[config.mk]
export PLATFORM = sky130hd
export DESIGN_NAME = hs_legality_mon
export DESIGN_NICKNAME = d
export VERILOG_FILES = /design/src/rtl/hsmon_pkg.sv /design/src/rtl/hsmon_history.sv /design/src/rtl/hsmon_rules.sv /design/src/rtl/hsmon_tally.sv /design/src/rtl/hs_legality_mon.sv
export SDC_FILE = /design/constraint.sdc
export NUM_CORES = 1
export LEC_CHECK = 0
export ABC_AREA = 0
export CAP_MARGIN = 20
export CORE_UTILIZATION = 30
export DETAILED_ROUTE_END_ITERATION = 8
export SYNTH_ARGS = -nofsm -noshare
export SYNTH_HDL_FRONTEND = slang
export SYNTH_HIERARCHICAL = 1
export SYNTH_SLANG_ARGS = --single-unit
[constraint.sdc]
create_clock -name clk -period 3.1 [get_ports clk]
set_clock_uncertainty 0.1 [all_clocks]
set_input_delay 0.62 -clock clk [delete_from_list [all_inputs] [get_ports clk]]
set_output_delay 0.62 -clock clk [all_outputs]
set_load 0.02 [all_outputs]
[src/rtl/hsmon_pkg.sv]
package hsmon_pkg;
   // Rule indices inside the error vector
   localparam int unsigned RULE_CNT     = 2;
   localparam int unsigned RULE_DROP    = 0;
   localparam int unsigned RULE_PAYLOAD = 1;

   typedef logic [RULE_CNT-1:0] rule_vec_t;
endpackage

[src/rtl/hsmon_history.sv]
// Records what the previous cycle looked like: stalled or not, and the
// payload offered while stalled.
module hsmon_history #(
   parameter int unsigned DATA_W = 8
) (
   input  logic              clk,
   input  logic              rst_n,
   input  logic              valid,
   input  logic              ready,
   input  logic [DATA_W-1:0] data,
   output logic              stall_q,
   output logic [DATA_W-1:0] data_q
);
   logic stall_now;

   assign stall_now = valid & ~ready;

   always_ff @(posedge clk or negedge rst_n) begin
      if (!rst_n) begin
         stall_q <= 1'b0;
         data_q  <= '0;
      end else begin
         stall_q <= stall_now;
         // payload only matters when the next cycle will compare against it
         if (stall_now) begin
            data_q <= data;
         end
      end
   end

   AST_STALL_RECORDED: assert property (@(posedge clk) disable iff (!rst_n)
      (valid && !ready) |=> (stall_q && data_q == $past(data)));
endmodule

[src/rtl/hsmon_rules.sv]
// Evaluates the two handshake rules for the present cycle.
module hsmon_rules
   import hsmon_pkg::*;
#(
   parameter int unsigned DATA_W      = 8,
   parameter bit          CHK_PAYLOAD = 1'b1
) (
   input  logic              clk,
   input  logic              rst_n,
   input  logic              valid,
   input  logic              ready,
   input  logic [DATA_W-1:0] data,
   input  logic              stall_q,
   input  logic [DATA_W-1:0] data_q,
   output rule_vec_t         err
);
   logic drop_hit;
   logic pay_hit;

   assign drop_hit = rst_n & stall_q & ~valid;

   generate
      if (CHK_PAYLOAD) begin : g_pay_on
         assign pay_hit = rst_n & stall_q & (data != data_q);
      end else begin : g_pay_off
         assign pay_hit = 1'b0;
      end
   endgenerate

   always_comb begin
      err               = '0;
      err[RULE_DROP]    = drop_hit;
      err[RULE_PAYLOAD] = pay_hit;
   end

   always_comb begin
      if (!rst_n) begin
         AST_QUIET_IN_RESET: assert (err == '0);
      end
   end

   AST_DROP_AFTER_STALL: assert property (@(posedge clk) disable iff (!rst_n)
      err[RULE_DROP] |-> $past(valid && !ready));

   AST_DONE_FREES: assert property (@(posedge clk) disable iff (!rst_n)
      (valid && ready) |=> (err == '0));

   AST_HELD_STALL_OK: assert property (@(posedge clk) disable iff (!rst_n)
      (valid && !ready) |=> ((valid && $stable(data)) -> (err == '0)));
endmodule

[src/rtl/hsmon_tally.sv]
// Sticky breach flag and saturating breach total.
module hsmon_tally
   import hsmon_pkg::*;
#(
   parameter int unsigned CNT_W = 16
) (
   input  logic             clk,
   input  logic             rst_n,
   input  rule_vec_t        err,
   output logic             any_error,
   output logic [CNT_W-1:0] err_count
);
   localparam logic [CNT_W-1:0] CNT_MAX = {CNT_W{1'b1}};

   logic [CNT_W:0] inc;
   logic [CNT_W:0] sum;

   always_comb begin
      inc = '0;
      for (int i = 0; i < int'(RULE_CNT); i++) begin
         inc = inc + {{CNT_W{1'b0}}, err[i]};
      end
      sum = {1'b0, err_count} + inc;
   end

   always_ff @(posedge clk or negedge rst_n) begin
      if (!rst_n) begin
         any_error <= 1'b0;
         err_count <= '0;
      end else begin
         if (|err) begin
            any_error <= 1'b1;
         end
         if (sum > {1'b0, CNT_MAX}) begin
            err_count <= CNT_MAX;
         end else begin
            err_count <= sum[CNT_W-1:0];
         end
      end
   end

   AST_STICKY_HOLDS: assert property (@(posedge clk) disable iff (!rst_n)
      any_error |=> any_error);

   AST_NO_OVERFLOW: assert property (@(posedge clk) disable iff (!rst_n)
      (err_count == CNT_MAX) |=> (err_count == CNT_MAX));

   AST_CNT_NEVER_FALLS: assert property (@(posedge clk) disable iff (!rst_n)
      1'b1 |=> (err_count >= $past(err_count)));
endmodule

[src/rtl/hs_legality_mon.sv]
module hs_legality_mon
   import hsmon_pkg::*;
#(
   parameter int unsigned DATA_W      = 8,
   parameter int unsigned CNT_W       = 16,
   parameter bit          CHK_PAYLOAD = 1'b1
) (
   input  logic              clk,
   input  logic              rst_n,
   input  logic              valid,
   input  logic              ready,
   input  logic [DATA_W-1:0] data,
   output logic              err_drop,
   output logic              err_payload,
   output logic              any_error,
   output logic [CNT_W-1:0]  err_count
);
   generate
      if (DATA_W < 1 || DATA_W > 1024) begin : g_bad_dw
         $error("hs_legality_mon: DATA_W out of range");
      end
      if (CNT_W < 2 || CNT_W > 32) begin : g_bad_cw
         $error("hs_legality_mon: CNT_W out of range");
      end
   endgenerate

   logic              stall_q;
   logic [DATA_W-1:0] data_q;
   rule_vec_t         err;

   hsmon_history #(.DATA_W(DATA_W)) u_hist (
      .clk     (clk),
      .rst_n   (rst_n),
      .valid   (valid),
      .ready   (ready),
      .data    (data),
      .stall_q (stall_q),
      .data_q  (data_q)
   );

   hsmon_rules #(.DATA_W(DATA_W), .CHK_PAYLOAD(CHK_PAYLOAD)) u_rules (
      .clk     (clk),
      .rst_n   (rst_n),
      .valid   (valid),
      .ready   (ready),
      .data    (data),
      .stall_q (stall_q),
      .data_q  (data_q),
      .err     (err)
   );

   hsmon_tally #(.CNT_W(CNT_W)) u_tally (
      .clk       (clk),
      .rst_n     (rst_n),
      .err       (err),
      .any_error (any_error),
      .err_count (err_count)
   );

   assign err_drop    = err[RULE_DROP];
   assign err_payload = err[RULE_PAYLOAD];

   AST_STRIKE_SETS_FLAG: assert property (@(posedge clk) disable iff (!rst_n)
      (err_drop || err_payload) |=> any_error);
endmodule

-- Word level (Yosys, flattened, before mapping)
Index checks and enable logic that the tools add are counted.
Widths: inputs -> output; s select.
- ROM bits: 0
- register bits: 26
- latch bits: 0
- RAM bits: 0
- word-level logic and storage cells: 16
- memories kept: 0
- divide/modulo/power cells: 0
- shifts and indexed selects: 0
- $mul: 0
- order comparisons: 1
- reduce and logical (&&, ||, !) cells: 1
- muxes and demuxes: 1
- equality and inequality tests: 1
- bitwise logic cells: 6
- add/subtract/negate cells: 2
- operator list (cell ; count):
    $add 16x17->17 ; 1
    $gt 17x16->1 const B ; 1
    $mux 16 ; 1
    $ne 8x8->1 ; 1
    $and 1x1->1 ; 4
    $add 1x1->2 ; 1
    $not 1->1 ; 2
    $reduce_or 2->1 ; 1

-- Logic depth before layout (Yosys ltp)
Gate-level depths: netlist of run 1.
- depth in word-level cells: 6
- mapped depth: 11
- gate-level depth less buffers: 9

-- By module
Netlist of run 1, hierarchy kept.
- modules (own cells, without submodules) (module ; seq. area each (um^2) ; area an instance (um^2) ; instances ; cells each):
    hsmon_tally ; 425.4 ; 854.6 ; 1 ; 80
    hsmon_history ; 225.2 ; 379.1 ; 1 ; 19
    hsmon_rules ; 0.0 ; 110.1 ; 1 ; 15

-- Worst setup path after synthesis of run 1
No wires, ideal clock.
- path kind: input to register
- from: in data[6]
- to: reg u_tally.err_count[1]
- stages: 10
- required time: 2877 ps
- buffers on the path: 1
- arrival time: 2470 ps
- slack: 407 ps
- setup time: 123 ps
- cell sequence: xor2_1 nor4_1 a21oi_1 buf_4 fa_1 ha_1 nand3_1 nor3_4 nand3_2 or2b_1
- longest elaborated chain between the ends: 6
- ends and longest elaborated chain (what ; line ; source):
    start, declared ; hs_legality_mon.sv:12 ; input logic [DATA_W-1:0] data,
    $ne 8x8->1 (*) ; hsmon_rules.sv:24 ; assign pay_hit = rst_n & stall_q & (data != data_q);
    $and 1x1->1 (*) ; hsmon_rules.sv:24 ;
    net u_rules.pay_hit ; hsmon_rules.sv:18 ; logic pay_hit;
    $add 1x1->2 (*) ; hsmon_tally.sv:21 ; inc = inc + {{CNT_W{1'b0}}, err[i]};
    $add 16x17->17 (*) ; hsmon_tally.sv:23 ; sum = {1'b0, err_count} + inc;
    $gt 17x16->1 ; hsmon_tally.sv:34 ; if (sum > {1'b0, CNT_MAX}) begin
    $mux 16 (*) ; hsmon_tally.sv:34 ;
    end signal, assigned ; hsmon_tally.sv:37 ; err_count <= sum[CNT_W-1:0];
    end, declared ; hsmon_tally.sv:11 ; output logic [CNT_W-1:0] err_count
Mark *: on every way through the listed nets, which the timed path passes. The rest lies on a longest branch.
A chain may end at the register's enable or synchronous reset.

-- Worst setup path after layout of run 1
- from: in rst_n
- to: out err_drop
- longest elaborated chain between the ends: 2
- ends and longest elaborated chain (what ; line ; source):
    start, declared ; hs_legality_mon.sv:9 ; input logic rst_n,
    $and 1x1->1 (2 in series) ; hsmon_rules.sv:20 ; assign drop_hit = rst_n & stall_q & ~valid;
    end, declared ; hs_legality_mon.sv:13 ; output logic err_drop,
Every way passes these cells.

==> metrics.txt, run 1 <==
Post-synth EDFFs 0; post-synthesis sequential area ratio 0.484; I/O Pins 31; # fillers 403; CP max-delay cell clkdlybuf4s50_1; Tmin final 2840 ps; Starting Density 0.324; # setup viols final 0; Die ar. around 0.0048 sq mm; # hold bufs at CTS 0; relative slew slack 0.754; Routed Antenna Nets 0; Layout area overhead 33.3%; fmax 352 MHz; met3 Resource Use GR 0.0164; actual slew at the worst max-slew pin 367 ps; Port Buffers 30; clk slew on worst S/H paths roughly 90 ps; number of max-slew violations in the final report 0; Pre-antenna DRT Iters 4; H-Tree Depth 1; ant diodes 0; Placed Cells ~200; count of different cell masters after synthesis 28; Setup crit end kind output port; CP Max Fanout 3; TritonCTS buffer count 3; Final Cycle Share 0.915; #FFs+latches synth 26; routed len/inst 13.8 microns; final hold vios 0; # resized after CTS 0; CTS tree done; Die Height 68.9 microns; Total Routing Usage GR 0.136; layout cells sized above 1 0.147; max_cap viols 0; status completed; buffer depth of the longest clock path 2; Hold WC Path Type reg -> reg; Synth Instances between 100 and 150; Yosys warning total 6; dpl hpwl 2050 microns; Main synth FF type dfrtp_1; Leak 0.838 nW; pin count of the biggest net entering global routing 27; RSZ-0062 raised after global routing no; GP Congestion 0.799; via count 964; Async S/R FF share, synth 1.00; Setup CP Type in -> out; met2 Usage GRT 0.210; first-pass GRT wire length 4620 microns; num rows 23; Routed WL 2760 microns; startpoint types primary input; worst stage delay on the critical path 660 ps; mapped cell area 0.00134 sq mm; Seq. cell area roughly 650 sq um; multi-input logic area approximately 640 sq um; met1 Usage GRT 0.181; Starting DRT DRC Count 40; Synth area leader dfrtp_1; Syn Nets roughly 130; Tot Pwr a little under 1 mW; Via density 4.82; global route overflow 0; gr busiest metal met2; initial antenna violation count 0; Setup Fix Bufs, Post-CTS 0; Layout Cells excl Fill 200; crit path cell chain clkdlybuf4s50_1, nand2_1, nor2_1, clkdlybuf4s50_1; mean area per synthesized cell roughly 12 sq um; vias in the first global route ~980; top cells by area, synth dfrtp_1 48%, mux2_4 8.9%, xor2_1 7.2%, xnor2_1 5.9%, nand2_1 4.5%; CTS root buffer clkbuf_8; Final Net Count 166; Die X slightly below 70 microns; pwr dens 548 mW/mm^2; Post-route DRC 0; Synth top area share 0.484; peak supply drop 0.000297 V; Worst EP required ~2400 ps; Worst-Skew Late Latency 280 ps; CTS sink cnt 26; Sum Neg Setup Slack 0 ps; Core Box Area 0.00414 sq mm; cell mode on critical path clkdlybuf4s50_1; WP data arrival 2120 ps
worst paths after layout:
kind                                         end  slack (ps)  depth (start not counted)               from
max                                     err_drop         260                          4              rst_n
max in group asynchronous  u_tally/err_count[11]        1980                          2              rst_n
min in group asynchronous   u_tally/err_count[2]         670                          2              rst_n
max reg2reg                 u_tally/err_count[0]         640                          9   u_hist/data_q[7]
min                            u_tally/any_error         370                          1  u_tally/any_error
min reg2reg                    u_tally/any_error         370                          1  u_tally/any_error
worst max-delay path: cells and delay by family:
kind                   cells  cell delay, ps
and+or+nand+nor            2             330
buffers and inverters      2            1160
flip-flops by register name (all words and copies together) (netlist names):
signal and flops:
u_tally/err_count 16, u_hist/stall_q 1, u_tally/any_error 1, u_hist/data_q 8
area by class of cell:
type / count / area share
inverters: 2 / 0.00419
clock inverters: 1 / 0.0168
multi-input cells: 82 / 0.357
well taps: 50 / 0.0349
flip-flops and latches: 26 / 0.363
clock buffers: 3 / 0.0230
repair buffers: 36 / 0.201
power by group:
part           internal (mW)  switching, mW
Sequential             0.387         0.0735
Combinational          0.132          0.105
Clock                  0.173          0.111
cells in the final DEF (no fill, tap or decap), drive strengths merged, types with 3 or more instances in the layout:
master	synthesis	final
nor4	6	6
nor2	4	4
clkdlybuf4s50	0	29
mux2	8	8
clkbuf	0	3
xnor2	9	9
buf	4	6
xor2	11	11
nand3	5	5
nand2	16	16
dfrtp	26	26
nand4	5	5
nor3	3	3
cells by family (layout without fill, tap and decap cells):
group / after synthesis / count (layout) / synth area share
AOI/OAI and AO/OA: 4 / 4 / 0.0158
xor gates and xnor gates: 20 / 20 / 0.130
adders and majority gates: 3 / 3 / 0.0335
buffers and inverters: 6 / 42 / 0.0400
DFF: 26 / 26 / 0.484
muxes: 8 / 8 / 0.0894
and+or+nand+nor: 47 / 47 / 0.207
metrics by stage:
stage | area [sq um] | hold WS (ps) | utilization | worst slack [ps]
6_report | 1790 | 371 | 0.432 | 263
3_5_place_dp | 1720 | 353 | 0.415 | -35.8
3_3_place_gp | 1720 | 368 | 0.415 | -19.2
5_1_grt | 1790 | 446 | 0.432 | 80.0
2_1_floorplan | 1340 | 224 | - | 407
4_1_cts | 1790 | 375 | 0.432 | 77.4
Yosys cell counts (2+ instances only):
| cell | number |
|---|---|
| a21oi_1 | 2 |
| and3_1 | 2 |
| buf_4 | 2 |
| dfrtp_1 | 26 |
| ha_1 | 2 |
| inv_1 | 2 |
| mux2_4 | 8 |
| nand2_1 | 16 |
| nand3_1 | 4 |
| nand4_1 | 4 |
| nor2_1 | 4 |
| nor3_1 | 2 |
| nor4_1 | 6 |
| or2b_1 | 2 |
| xnor2_1 | 9 |
| xor2_1 | 11 |
per-layer routing:
layer	share of wire	routed length (microns)
met1	0.47	1310
met2	0.47	1310
met3	0.029	80
met4	0.022	60
met5	0	0
(Power assumes the default switching activity.)
==> inputs of run 2 (changes only) <==
SETUP_SLACK_MARGIN = 0.2   (was default)
==> run 2 against run 1 <==
  * First-iteration DRC count is 13% higher
  * Design area is 0.91% higher
  * Clock-buffer cell count stayed put
  * Fmax is 2.4% higher
  * Largest power group unchanged
  * Sequential power hardly changed
  * Final cell count stayed put
  * Hold slack hardly changed
  * Sequential share of layout area is 0.33 points lower
  * Critical path depth is 6 higher
  * Global-route usage stayed put
  * Utilization is 0.39 points higher
==> metrics.txt, run 2 (same netlist as run 1, synthesis figures left out) <==
ant diodes 0 (unchanged); # setup viols final 0 (unchanged); initial antenna violation count 0 (unchanged); number of flip-flops in the largest register 16 (unchanged); CP max-delay cell clkdlybuf4s50_1 (unchanged); design area 0.00181 sq mm (was 0.00179 sq mm); buffer depth of the longest clock path 2 (unchanged); fmax 361 MHz (was 352 MHz); status completed (unchanged); num rows 23 (unchanged); Tot Pwr 0.987 mW (was 0.982 mW); # fillers 402 (was 403); hold path start u_tally/any_error (unchanged); Die ar. 0.00475 sq mm (unchanged); top layer in use met4 (unchanged); crit path cell chain clkdlybuf4s50_1, xor2_1, nor4_1, a21oi_1, fa_1, ha_1, nand3_2, nor3_4, nand3_2, or2b_1 (was clkdlybuf4s50_1, nand2_1, nor2_1, clkdlybuf4s50_1); RSZ-0062 raised after global routing no (unchanged); Routed Antenna Nets 0 (unchanged); largest register by flop count u_tally/err_count (unchanged); TritonCTS buffer count 3 (unchanged); CTS sink cnt 26 (unchanged); cell mode on critical path nand3_2 (was clkdlybuf4s50_1); dpl hpwl 2050 microns (unchanged); Place WS -35.8 ps (unchanged); pwr dens 546 mW/mm^2 (was 548 mW/mm^2); Final Net Count 166 (unchanged); GP Congestion 0.799 (unchanged); worst stage delay on the critical path 440 ps (was 660 ps); Starting Density 0.324 (unchanged); CTS root buffer clkbuf_8 (unchanged); wl on met1 1310 microns (about the same); first-pass GRT wire length 4620 microns (unchanged); Worst-Skew Late Latency 270 ps (was 280 ps); Die Height 68.9 microns (unchanged); Top delay family on crit path simple AND/OR/NAND/NOR gates (was buffers and inverters); Post-route DRC 0 (unchanged); commonest non-fill, non-tap cell in the layout clkdlybuf4s50_1 (unchanged); Worst Path Buf+Inv 1 (was 2); reg2reg start u_hist/data_q[1] (was u_hist/data_q[7]); actual slew at the worst max-slew pin 361 ps (was 367 ps); # hold bufs at CTS 0 (unchanged); Reg2Reg Depth 9 (unchanged); Worst EP required 3170 ps (was 2380 ps); WHS 371 ps (about the same); via count 982 (was 964); Layout area overhead 34.5% (was 33.3%); Tmin final 2770 ps (was 2840 ps); vias in the first global route 975 (unchanged); max_cap viols 0 (unchanged); global route overflow 0 (unchanged); pin count of the biggest net entering global routing 27 (unchanged); Seq. cell area 651 sq um (unchanged); multi-input logic area 657 sq um (was 639 sq um); Layout Cells excl Fill 200 (unchanged); layout cells sized above 1 0.167 (was 0.147); Leak 0.843 nW (was 0.838 nW); top flop regs u_tally/err_count: 16 flops, u_hist/data_q: 8 flops (unchanged); DP Area 0.00172 sq mm (unchanged); number of max-slew violations in the final report 0 (unchanged); met3 wire length 107 microns (was 80 microns); fin worst setup slack 329 ps (was 263 ps); routed len/inst 14.2 microns (was 13.8 microns); Placed Cells 196 (unchanged); Pre-antenna DRT Iters 4 (unchanged); Starting DRT DRC Count 45 (was 40); WP data arrival 2840 ps (was 2120 ps); Setup crit end kind register (was output port); startpoint types primary input (unchanged); Via density 4.91 (was 4.82); CP startpoint data[0] (was rst_n); CTS tree done (unchanged); Core Box Area 0.00414 sq mm (unchanged); hold path depth 1 (unchanged); Final Cycle Share 0.894 (was 0.915); CP Max Fanout 4 (was 3); Die X 68.9 microns (unchanged); most frequent cells in the layout 28 x clkdlybuf4s50_1, 26 x dfrtp_1, 16 x nand2_1 (was 29 x clkdlybuf4s50_1, 26 x dfrtp_1, 16 x nand2_1); Routed met2 length 1360 microns (was 1310 microns); Port Buffers 30 (unchanged); relative slew slack 0.757 (was 0.754); Total Routing Usage GR 0.136 (unchanged); Worst path depth 10 (was 4); Hold WC Path Type reg -> reg (unchanged); Setup CP Type in -> reg (was in -> out); final hold vios 0 (unchanged); flop2flop setup slack 700 ps (was 640 ps); I/O Pins 31 (unchanged); Routed WL 2830 microns (was 2760 microns); peak supply drop 0.000297 V (about the same); clk slew on worst S/H paths 90 ps (about the same); H-Tree Depth 1 (unchanged)
## run 2: cell count changes in the layout (fill, tap and decap cells not counted), sizes merged
| cell | previous run | this run |
|---|---|---|
| dlygate4sd2 | 0 | 1 |
| clkdlybuf4s50 | 29 | 28 |
## run 2: metrics by stage
| stage | TNS (ps) | util |
|---|---|---|
| final | 0 | 0.436 |
| after floorplan | 0 | - |
| after detailed placement | -106 | 0.415 |
| after CTS | 0 | 0.431 |
| after global placement | -35.1 | 0.415 |
| after global routing | 0 | 0.436 |
## run 2: where the power goes
| part | internal [mW] | total, mW | switching (mW) | leakage, nW |
|---|---|---|---|---|
| Clock | 0.173 | 0.285 | 0.112 | 0.0357 |
| Combinational | 0.133 | 0.241 | 0.109 | 0.477 |
| Sequential | 0.387 | 0.460 | 0.0733 | 0.331 |
## run 2: final timing paths
kind | end
min | u_tally/any_error
max | u_tally/err_count[0]
max reg2reg | u_tally/err_count[0]
min reg2reg | u_tally/any_error
min in group asynchronous | u_tally/err_count[9]
max in group asynchronous | u_hist/data_q[7]
## run 2: area by class of cell
class / count / share of cell area
inverters: 2 / 0.00415
repair buffers: 36 / 0.199
clock buffers: 3 / 0.0228
flip-flops and latches: 26 / 0.360
multi-input cells: 82 / 0.363
clock inverters: 1 / 0.0166
well taps: 50 / 0.0346
## run 2: layer usage
metal	up-vias	track usage
met5	-	0
met4	0	0.0765
met3	4	0.0164
met2	26	0.210
met1	490	0.181
li1	462	-
## run 2: repair_timing
item	CTS	global route
gates resized for setup	1	4
pin swaps	0	2
endpoints found under the setup margin	1	18
setup buffers	0	0
==> inputs of run 3 (changes only) <==
==> constraint.sdc (replaced) <==
create_clock -name clk -period 3.1 [get_ports clk]
set_clock_uncertainty 0.1 [all_clocks]
set_input_delay 0.465 -clock clk [delete_from_list [all_inputs] [get_ports clk]]
set_output_delay 0.465 -clock clk [all_outputs]
set_load 0.02 [all_outputs]
==> run 3 against run 2 <==
  * Hold slack better by 11 ps
  * Non-clock buffer count stayed put
  * Design area is 2.6% lower
  * Sequential power hardly changed
  * Final cell count is 0.50% lower
  * Critical path type is now in -> out
  * Fmax is 1.4% lower
  * Largest power group unchanged
  * Clock-buffer cell count stayed put
==> metrics.txt, run 3 (same netlist as run 1, synthesis figures left out) <==
dpl hpwl 2030 microns (was 2050 microns); Routed met2 length 1350 microns (was 1360 microns); Die ar. 0.00475 sq mm (unchanged); fmax 356 MHz (was 361 MHz); Core Box Area 0.00414 sq mm (unchanged); Leak 0.801 nW (was 0.843 nW); number of max-slew violations in the final report 0 (unchanged); met3 wire length 58 microns (was 107 microns); Post-route DRC 0 (unchanged); CTS tree done (unchanged); CTS sink cnt 26 (unchanged); initial antenna violation count 0 (unchanged); Layout area overhead 31.0% (was 34.5%); ant diodes 0 (unchanged); CP max-delay cell clkdlybuf4s50_1 (unchanged); Starting Density 0.324 (unchanged); Setup crit end kind output port (was register); commonest non-fill, non-tap cell in the layout clkdlybuf4s50_1 (unchanged); via count 944 (was 982); # resized after CTS 0 (was 1); Worst EP required 2530 ps (was 3170 ps); GP Congestion 0.806 (was 0.799); vias in the first global route 917 (was 975); Worst-Skew Late Latency 270 ps (about the same); WHS 382 ps (was 371 ps); post-layout util 0.425 (was 0.436); status completed (unchanged); Hold WC Path Type reg -> reg (unchanged); Tmin final 2810 ps (was 2770 ps); pin count of the biggest net entering global routing 27 (unchanged); startpoint types primary input (unchanged); # setup viols final 0 (unchanged); # hold bufs at CTS 0 (unchanged); first-pass GRT wire length 4460 microns (was 4620 microns); cell mode on critical path clkdlybuf4s50_1 (was nand3_2); num rows 23 (unchanged); RSZ-0062 raised after global routing no (unchanged); CP Max Fanout 2 (was 4); most frequent cells in the layout 30 x clkdlybuf4s50_1, 26 x dfrtp_1, 16 x nand2_1 (was 28 x clkdlybuf4s50_1, 26 x dfrtp_1, 16 x nand2_1); Reg2Reg Depth 9 (unchanged); CTS root buffer clkbuf_8 (unchanged); Final Cycle Share 0.906 (was 0.894); top flop regs u_tally/err_count: 16 flops, u_hist/data_q: 8 flops (unchanged); pwr dens 504 mW/mm^2 (was 546 mW/mm^2); relative slew slack 0.758 (was 0.757); Sum Neg Setup Slack 0 ps (unchanged); H-Tree Depth 1 (unchanged); max_cap viols 0 (unchanged); # fillers 408 (was 402); hold path depth 1 (unchanged); Final Net Count 166 (unchanged); Worst path depth 6 (was 10); clk slew on worst S/H paths 80 ps (was 90 ps); peak supply drop 0.000331 V (was 0.000297 V); TritonCTS buffer count 3 (unchanged); Routed WL 2740 microns (was 2830 microns); Die Height 68.9 microns (unchanged); largest register by flop count u_tally/err_count (unchanged); WP data arrival 2250 ps (was 2840 ps); Setup CP Type in -> out (was in -> reg); Worst Path Buf+Inv 3 (was 1); global route overflow 0 (unchanged); number of flip-flops in the largest register 16 (unchanged); layout cells sized above 1 0.148 (was 0.167); Routed Antenna Nets 0 (unchanged); buffer depth of the longest clock path 2 (unchanged); Port Buffers 30 (unchanged); Pre-antenna DRT Iters 4 (unchanged); Setup Fix Bufs, Post-CTS 0 (unchanged); routed len/inst 13.8 microns (was 14.2 microns); flop2flop setup slack 620 ps (was 700 ps); top layer in use met4 (unchanged); Via density 4.74 (was 4.91); wl on met1 1290 microns (was 1310 microns); crit path cell chain clkdlybuf4s50_1, xor2_1, nor4_2, a21oi_1, buf_4, clkdlybuf4s50_1 (was clkdlybuf4s50_1, xor2_1, nor4_1, a21oi_1, fa_1, ha_1, nand3_2, nor3_4, nand3_2, or2b_1); Die X 68.9 microns (unchanged); Total Routing Usage GR 0.132 (was 0.136); Top delay family on crit path buffers and inverters (was simple AND/OR/NAND/NOR gates); final hold vios 0 (unchanged); Starting DRT DRC Count 17 (was 45); worst stage delay on the critical path 590 ps (was 440 ps); actual slew at the worst max-slew pin 363 ps (was 361 ps); I/O Pins 31 (unchanged)
-- run 3: changes by cell type in the layout (fill, tap and decap cells not counted), sizes merged --
| cell | change |
|---|---|
| dlymetal6s2s | -1 |
| clkdlybuf4s50 | +2 |
| dlygate4sd2 | -1 |
| bufinv | -1 |
-- run 3: final timing paths --
check	endpoint	start
worst min-delay path	u_tally/any_error	u_tally/any_error
min in group asynchronous	u_tally/err_count[9]	rst_n
worst min register to register	u_tally/any_error	u_tally/any_error
max in group asynchronous	u_hist/data_q[0]	rst_n
worst max register to register	u_tally/err_count[1]	u_hist/data_q[7]
worst max-delay path	err_payload	data[7]
-- run 3: power by group --
part	switching [mW]	internal [mW]
Clock	0.0999	0.0870
Sequential	0.0711	0.387
Combinational	0.109	0.133
-- run 3: metal layers --
metal  vias to the layer above  GRT usage
met1                       461      0.179
met3                         4     0.0148
met5                         -          0
li1                        463          -
met2                        16      0.206
met4                         0     0.0689
-- run 3: area by class of cell --
| type | count | area [sq um] | share of cell area |
|---|---|---|---|
| clock buffer | 3 | 41.3 | 0.0235 |
| inverter | 2 | 7.51 | 0.00426 |
| multi-input combinational | 82 | 653 | 0.371 |
| sequential | 26 | 651 | 0.370 |
| tap | 50 | 62.6 | 0.0355 |
| timing repair buffer | 36 | 345 | 0.196 |
-- run 3: per-stage QoR --
step	setup WS, ps	instance area [sq um]	instances	power, mW
3_3_place_gp	90.6	1710	196	0.702
3_5_place_dp	21.1	1710	196	0.705
6_report	290	1760	199	0.887
5_1_grt	193	1760	199	0.943
4_1_cts	274	1750	199	0.906
2_1_floorplan	562	1340	114	0.585
